File: src/rtl/lockup_pkg.sv
package lockup_pkg;
  typedef struct packed {
    logic irq_en;
    logic flush_en;
    logic autorel_en;
    logic conn_only;
  } lk_cfg_t;
endpackage

File: src/rtl/lockup_chan_timer.sv
module lockup_chan_timer #(
  parameter int LOCK_CYCLES = 10
) (
  input  logic clk_i,
  input  logic rst_ni,
  input  logic scl_i,
  input  logic sda_i,
  output logic hit_o
);
  localparam int CW = $clog2(LOCK_CYCLES + 1);

  logic [CW-1:0] cnt_q;
  logic          low;

  assign low   = !(scl_i && sda_i);
  // fires once per low interval; count saturates afterwards
  assign hit_o = low && (cnt_q == CW'(LOCK_CYCLES - 1));

  always_ff @(posedge clk_i or negedge rst_ni) begin
    if (!rst_ni)                        cnt_q <= '0;
    else if (!low)                      cnt_q <= '0;
    else if (cnt_q != CW'(LOCK_CYCLES)) cnt_q <= cnt_q + 1'b1;
  end

  assert_cnt_bound_R2: assert property (@(posedge clk_i) disable iff (!rst_ni)
    cnt_q <= CW'(LOCK_CYCLES));
  assert_single_hit_R10: assert property (@(posedge clk_i) disable iff (!rst_ni)
    hit_o |=> !hit_o);
endmodule

File: src/rtl/lockup_irq_ctrl.sv
module lockup_irq_ctrl
  import lockup_pkg::*;
#(
  parameter int AUTOREL_CYCLES = 20
) (
  input  logic    clk_i,
  input  logic    rst_ni,
  input  lk_cfg_t cfg_i,
  input  logic    any_hit_i,
  input  logic    stat_rd_i,
  output logic    irq_no
);
  localparam int AW = $clog2(AUTOREL_CYCLES + 1);

  logic          pend_q;
  logic [AW-1:0] age_q;
  logic          set, rel;

  assign set = any_hit_i && cfg_i.irq_en;
  assign rel = stat_rd_i || (cfg_i.autorel_en && age_q == AW'(AUTOREL_CYCLES - 1));

  always_ff @(posedge clk_i or negedge rst_ni) begin
    if (!rst_ni) begin
      pend_q <= 1'b0;
      age_q  <= '0;
    end else if (set) begin
      pend_q <= 1'b1;
      age_q  <= '0;
    end else if (pend_q && rel) begin
      pend_q <= 1'b0;
      age_q  <= '0;
    end else if (pend_q && cfg_i.autorel_en) begin
      age_q  <= age_q + 1'b1;
    end
  end

  assign irq_no = !pend_q;

  assert_irq_disabled_R5: assert property (@(posedge clk_i) disable iff (!rst_ni)
    ($past(!cfg_i.irq_en) && $past(irq_no)) |-> irq_no);
  assert_age_bound_R9: assert property (@(posedge clk_i) disable iff (!rst_ni)
    age_q < AW'(AUTOREL_CYCLES));
  assert_read_release_R8: assert property (@(posedge clk_i) disable iff (!rst_ni)
    ($past(stat_rd_i) && !$past(set)) |-> irq_no);
endmodule

File: src/rtl/lockup_monitor.sv
module lockup_monitor
  import lockup_pkg::*;
#(
  parameter int NUM_CH         = 8,
  parameter int LOCK_CYCLES    = 10,
  parameter int AUTOREL_CYCLES = 20
) (
  input  logic              clk_i,
  input  logic              rst_ni,
  input  logic [NUM_CH-1:0] scl_i,
  input  logic [NUM_CH-1:0] sda_i,
  input  logic [NUM_CH-1:0] sel_i,
  input  logic              cfg_irq_en_i,
  input  logic              cfg_flush_en_i,
  input  logic              cfg_autorel_en_i,
  input  logic              cfg_conn_only_i,
  input  logic              stat_rd_i,
  input  logic [NUM_CH-1:0] flush_done_i,
  output logic [NUM_CH-1:0] lock_flags_o,
  output logic              disconnect_all_o,
  output logic [NUM_CH-1:0] flush_req_o,
  output logic              irq_no
);
  lk_cfg_t           cfg;
  logic [NUM_CH-1:0] hits;
  logic [NUM_CH-1:0] disc_mask;
  logic [NUM_CH-1:0] flags_q, flush_q;
  logic              disc_q;

  assign cfg = '{irq_en: cfg_irq_en_i, flush_en: cfg_flush_en_i,
                 autorel_en: cfg_autorel_en_i, conn_only: cfg_conn_only_i};

  for (genvar i = 0; i < NUM_CH; i++) begin : g_ch
    lockup_chan_timer #(.LOCK_CYCLES(LOCK_CYCLES)) u_tmr (
      .clk_i (clk_i),
      .rst_ni(rst_ni),
      .scl_i (scl_i[i]),
      .sda_i (sda_i[i]),
      .hit_o (hits[i])
    );

    assert_flag_needs_low_R2: assert property (@(posedge clk_i) disable iff (!rst_ni)
      $past(scl_i[i] && sda_i[i]) |-> !(lock_flags_o[i] && !$past(lock_flags_o[i])));
    assert_flush_done_R7: assert property (@(posedge clk_i) disable iff (!rst_ni)
      $past(flush_done_i[i] && !hits[i]) |-> !flush_req_o[i]);
  end

  assign disc_mask = cfg.conn_only ? sel_i : {NUM_CH{1'b1}};

  always_ff @(posedge clk_i or negedge rst_ni) begin
    if (!rst_ni) begin
      flags_q <= '0;
      flush_q <= '0;
      disc_q  <= 1'b0;
    end else begin
      flags_q <= (stat_rd_i ? '0 : flags_q) | hits;
      flush_q <= (flush_q & ~flush_done_i) | (hits & {NUM_CH{cfg.flush_en}});
      disc_q  <= (disc_q && !stat_rd_i) || |(hits & disc_mask);
    end
  end

  lockup_irq_ctrl #(.AUTOREL_CYCLES(AUTOREL_CYCLES)) u_irq (
    .clk_i    (clk_i),
    .rst_ni   (rst_ni),
    .cfg_i    (cfg),
    .any_hit_i(|hits),
    .stat_rd_i(stat_rd_i),
    .irq_no   (irq_no)
  );

  assign lock_flags_o     = flags_q;
  assign flush_req_o      = flush_q;
  assign disconnect_all_o = disc_q;

  assert_read_clears_R4: assert property (@(posedge clk_i) disable iff (!rst_ni)
    $past(stat_rd_i) |-> ((lock_flags_o & ~$past(hits)) == '0));
  assert_no_disc_unselected_R6: assert property (@(posedge clk_i) disable iff (!rst_ni)
    $past(cfg_conn_only_i && sel_i == '0) |-> !$rose(disconnect_all_o));
endmodule

File: config.mk
export PLATFORM = sky130hd
export DESIGN_NAME = lockup_monitor
export DESIGN_NICKNAME = d
export VERILOG_FILES = /design/src/rtl/lockup_pkg.sv /design/src/rtl/lockup_chan_timer.sv /design/src/rtl/lockup_irq_ctrl.sv /design/src/rtl/lockup_monitor.sv
export SDC_FILE = /design/constraint.sdc
export NUM_CORES = 1
export LEC_CHECK = 0
export BUFFER_PORTS_ARGS = -buffer_cell sky130_fd_sc_hd__buf_2
export CORE_ASPECT_RATIO = 2
export CORE_MARGIN = 8
export CORE_UTILIZATION = 55
export DETAILED_ROUTE_END_ITERATION = 8
export HOLD_SLACK_MARGIN = 0.15
export PLACE_DENSITY_LB_ADDON = 0.12
export SLEW_MARGIN = 25
export SYNTH_ARGS = -nofsm -noshare
export SYNTH_HDL_FRONTEND = slang
export SYNTH_SLANG_ARGS = --single-unit
File: constraint.sdc
create_clock -name clk_i -period 2.73 [get_ports clk_i]
set_clock_uncertainty 0.1 [all_clocks]
set_input_delay 0.273 -clock clk_i [delete_from_list [all_inputs] [get_ports clk_i]]
set_output_delay 0.273 -clock clk_i [all_outputs]
set_load 0.05 [all_outputs]
Word-level counts from Yosys, hierarchy flattened --
Cells that the tools add are included.
Storage, ports and cells: register bits 55, logic and storage cells 113, output and inout bits 18
Cells by class: $add $sub $neg 9, reductions and logical operators 45, bitwise operators 6, eq/ne operators 17, mux-type cells 23
Operator list (number):
- 4-bit two-way mux | 16
- 4-bit by 1-bit adder with 4-bit output (second input constant) | 8
- 4-bit equality test (second input constant) | 8
- 4-bit inequality test (second input constant) | 8
- 8-bit AND | 3
- 1-bit logical AND | 21
- 2-bit nonzero test | 9
- 8-bit two-way mux | 2
- 8-bit OR | 2
- 8-bit OR reduction | 2
- 5-bit two-way mux | 3
- 1-bit zero test | 10
- 8-bit inverter | 1
- 5-bit by 1-bit adder with 5-bit output (second input constant) | 1
- 5-bit equality test (second input constant) | 1
- 3-bit nonzero test | 1
- 1-bit logical OR | 2
- 1-bit two-way mux | 2

Longest topological paths before layout --
depth after elaboration 6, depth in mapped cells 7, mapped depth without buffers 7

By module --
From an unflattened synthesis, not the netlist that was laid out.
Second synthesis, totals: cells, all modules 287, area total of the unflattened synthesis 3006.6 um^2
Modules (own cells, without submodules):
- lockup_chan_timer at g_ch[1].u_tmr ... | cells an instance 23, instances 7, area an instance 247.7 um^2
- lockup_monitor | cells an instance 67, instances 1, area an instance 679.4 um^2
- lockup_irq_ctrl | cells an instance 36, instances 1, area an instance 346.6 um^2
- lockup_chan_timer at g_ch[0].u_tmr | cells an instance 23, instances 1, area an instance 246.5 um^2

Least setup slack after synthesis --
OpenSTA, ideal clock, no wires.
kind reg-to-reg, from register g_ch[6].u_tmr.cnt_q[0], to register u_irq.pend_q, stages on the path, launching flop included 6, buffers on the path 0, path slack 0.537 ns, library setup time 0.118 ns, arrival time 1.975 ns, period minus slack after synthesis 2.193 ns, path through dfrtp_1 > ha_1 > and4b_4 > or4_4 > o41a_1 > a21o_1
On the way: cells in the longest elaborated chain, start to end 5
RTL lines:
- from (decl) | RTL line lockup_chan_timer.sv:12 | logic [CW-1:0] cnt_q;
- from (signal assigned) | RTL line lockup_chan_timer.sv:22 | else if (cnt_q != CW'(LOCK_CYCLES)) cnt_q <= cnt_q + 1'b1;
- 4-bit equality test (*) | RTL line lockup_chan_timer.sv:17 | assign hit_o = low && (cnt_q == CW'(LOCK_CYCLES - 1));
- 1-bit logical AND (*) | RTL line lockup_chan_timer.sv:17
- 8-bit OR reduction (*) | RTL line lockup_monitor.sv:66 | .any_hit_i(|hits),
- 1-bit logical AND (*) | RTL line lockup_irq_ctrl.sv:19 | assign set = any_hit_i && cfg_i.irq_en;
- 1-bit two-way mux / 2-bit nonzero test (equally long branches)
- to (signal assigned) | RTL line lockup_irq_ctrl.sv:24 | pend_q <= 1'b0;
- to (signal assigned) | RTL line lockup_irq_ctrl.sv:27 | pend_q <= 1'b1;
- to (signal assigned) | RTL line lockup_irq_ctrl.sv:30 | pend_q <= 1'b0;
- to (decl) | RTL line lockup_irq_ctrl.sv:15 | logic pend_q;
Mark *: on every way between the ends. The rest lies on a longest branch, timed or not. A chain may end at the register's enable or synchronous reset.

Worst setup path in the final report --
from input port sda_i[4], to register disc_q (netlist: disconnect_all_o)
On the way: cells in the longest elaborated chain, start to end 6
RTL lines:
- from (decl) | RTL line lockup_monitor.sv:11 | input logic [NUM_CH-1:0] sda_i,
- 1-bit logical AND | RTL line lockup_chan_timer.sv:15 | assign low = !(scl_i && sda_i);
- 1-bit zero test | RTL line lockup_chan_timer.sv:15
- 1-bit logical AND | RTL line lockup_chan_timer.sv:17
- 8-bit AND | RTL line lockup_monitor.sv:58 | disc_q <= (disc_q && !stat_rd_i) || |(hits & disc_mask);
- 8-bit OR reduction | RTL line lockup_monitor.sv:58
- 1-bit logical OR | RTL line lockup_monitor.sv:58
- to (signal assigned) | RTL line lockup_monitor.sv:58
- to (decl) | RTL line lockup_monitor.sv:28 | logic disc_q;
Every way passes these cells.

==> results.cfg <==
[run_status]
status = completed

[clocking]
cts_buffer_depth = 2
cts_tree = done
root_buffer = clkbuf_8
clock-sinks = 55
cts.clk_slew.worst_paths_ns = 0.10
cts_buffers = 5
htreeDepth = 2
insertion_delay_ns = 0.31

[global_routing]
antenna_found_initial = 0
grt_pass1_wl_um = 11500
track_usage_pct = 18.1
overflow = 0
grt_pass1_vias = 2641
grt_max_degree = 35

[worst_setup_path]
end_kind = flop
cp-start-kind = input port
slowest_delay_ns = 0.57
critPathTopFamily = buffers and inverters
cp_max_fo = 4
crit_top_cell = dlygate4sd3_1
worstPathCellList = dlygate4sd3_1 -> buf_2 -> nand2_1 -> and4b_1 -> or4_4 -> nor3_1 -> o2111ai_1 -> dlygate4sd3_1
slowest_stage = dlygate4sd3_1
critical_path_buf_inv_count = 3
required_ns = 2.82
crit_type = input port to flop
crit_arrival_ns = 2.64

[timing]
rsz0062_at_grt = no
min_period_over_period_pct = 93.3
period_minus_slack_ns = 2.55
setup_violations = 0
drv_slew = 0
finalSetupTns_ns = 0
tightest_slew_ns = 0.515
clock.fmax_mhz = 393
hold_viol_final = 0
relSlewSlack_pct = 65.7

[flow_run]
drv_cap = 0

[yosys]
ys_seq_area_share_pct = 48.3
syn_avg_cell_area_um2 = 10.2
synth.distinct_cells = 33
synth_top_area_cell = dfrtp_1
synthTopCellsByArea = dfrtp_1, ha_1, a21oi_1
syn-instance-count = 280
yosysWarnings = 0
syn-cell-area_um2 = 2850
ys_seq_elements = 55
syn-num-nets = 344
synth_top_area_share_pct = 48.3

[detailed_routing]
via_count = 2331
drt-pass1-iter-count = 4
wl_um = 6590
avgRoutedWirePerCell_um = 15.1
drtIter0Drc = 104
viasPerCell = 5.35
ant_nets = 0
remaining_drc_errors = 0

[floorplan]
ioPinCount = 57
initial_core_util_pct = 56.0
fp-row-count = 37
die_w_um = 66.9
die-area_um2 = 7880
design.core.area_um2 = 5090
dieHeight_um = 118

[final_layout]
design_area_um2 = 3650
diodes = 0
drive_gt1_share_pct = 18.5
layout.nets = 441
syn_to_final_growth_pct = 27.9

[placement]
dp.final_hpwl_um = 4940
port_buffers = 56
place_congestion = 0.871
place_area_um2 = 3220

[power]
ir_drop_mv = 0.548
leakagePower_uw = 0.00186
power_density_nw_per_um2 = 845
power_uw = 3080

[hold_path]
min_path_type = input port to flop
[per-layer routing]
metal  part of all wire [%]  global-route usage [%]  wire [µm]
met5                      0                       0          0
met4                    2.0                    6.46        130
met3                    5.5                    3.91        363
met2                     53                    33.1       3510
met1                     39                    18.9       2580
[placed cells by master, fill, tap and decap left out, drive strengths merged, types with 2 or more instances in the layout]
cell / count
dlygate4sd3: 32
nand2b: 7
or2: 6
a21oi: 24
and2: 2
dfrtp: 55
a21boi: 3
nand4: 2
xor2: 8
a221oi: 4
a22oi: 5
nand3b: 8
nand2: 32
a211oi: 4
and4b: 4
nor2: 13
mux2i: 3
nand3: 8
xnor2: 12
nor3: 2
a21o: 9
o21ai: 11
buf: 59
clkbuf: 7
inv: 25
ha: 25
[cell families after synthesis]
group | Yosys count | synth area share [%]
XOR/XNOR | 20 | 6.14
AO/OA/AOI/OAI | 63 | 13.9
flip-flops | 55 | 48.3
AND/OR/NAND/NOR | 86 | 15.7
buffers and inverters | 27 | 3.60
adder cells (fa/ha/maj) | 25 | 11.0
multiplexers | 4 | 1.45
[registers in the layout, summed over array words and instances (netlist names)]
register	cells
g_ch.u_tmr.cnt_q	32
u_irq.pend_q	1
flush_req_o	8
disconnect_all_o	1
u_irq.age_q	5
lock_flags_o	8
[worst paths after layout]
kind                                        startpoint                endpoint  slack [ns]  depth (start not counted)
worst max-delay path                          sda_i[4]        disconnect_all_o        0.18                          8
worst min-delay path                    cfg_flush_en_i          flush_req_o[2]        0.22                          3
worst max register to register  g_ch[6].u_tmr.cnt_q[0]        disconnect_all_o        0.22                          6
worst min register to register         lock_flags_o[6]         lock_flags_o[6]        0.39                          1
max in group asynchronous                       rst_ni          flush_req_o[1]        1.34                          3
min in group asynchronous                       rst_ni  g_ch[6].u_tmr.cnt_q[2]        0.36                          2
[area by class of cell]
class	count	area, µm²
fill	402	1450
tap	58	72.6
clock buffer	7	96.3
timing repair buffer	91	623
sequential	55	1380
multi-input combinational	198	1370
clock inverter	1	7.51
inverter	26	97.6
[report_power, final]
group / total (µW) / internal [µW] / switching, µW / leakage (µW)
Clock: 494 / 231 / 263 / 0.0000505
Sequential: 1410 / 1090 / 318 / 0.000726
Combinational: 1180 / 573 / 607 / 0.00108
[cell usage after synthesis]
library cell,n
nand3_1,8
a221oi_1,4
clkinv_1,1
a21o_1,9
and4b_1,3
a211oi_1,4
and4b_4,1
or4_4,1
and3_1,1
nor2_1,13
xor2_1,8
a21boi_0,3
o21ai_0,11
o2111ai_1,1
and2_1,2
nand4_1,2
buf_2,1
or2_1,5
xnor2_1,12
a41oi_1,1
nand2_1,32
inv_1,25
mux2_2,1
a21oi_1,24
or2_0,1
ha_1,25
nand2b_1,7
dfrtp_1,55
nor3_1,2
mux2i_1,3
a22oi_1,5
nand3b_1,8
o41a_1,1
[timing repair]
| action | CTS | global route |
|---|---|---|
| hold buffers | 32 | 0 |
| setup buffers | 0 | 0 |
| gates resized for setup | 0 | 0 |
| endpoints found under the hold margin | 55 | 0 |
[through the flow]
step	hold WS (ns)	setup WS [ns]	instances	util [%]
2_1_floorplan	-0.123	0.537	280	-
3_3_place_gp	0.172	0.452	396	63.3
3_5_place_dp	0.179	0.389	396	63.3
4_1_cts	0.213	0.202	436	71.6
5_1_grt	0.223	0.0977	436	71.6
6_report	0.219	0.184	436	71.6
[tightest hold or removal path, delay by kind of cell]
kind | cells | cell delay [ns]
AND/OR/NAND/NOR | 1 | 0.08
buffers and inverters | 1 | 0.17
AO/OA/AOI/OAI | 1 | 0.07
Note: power is estimated with default switching activity, not from simulation.
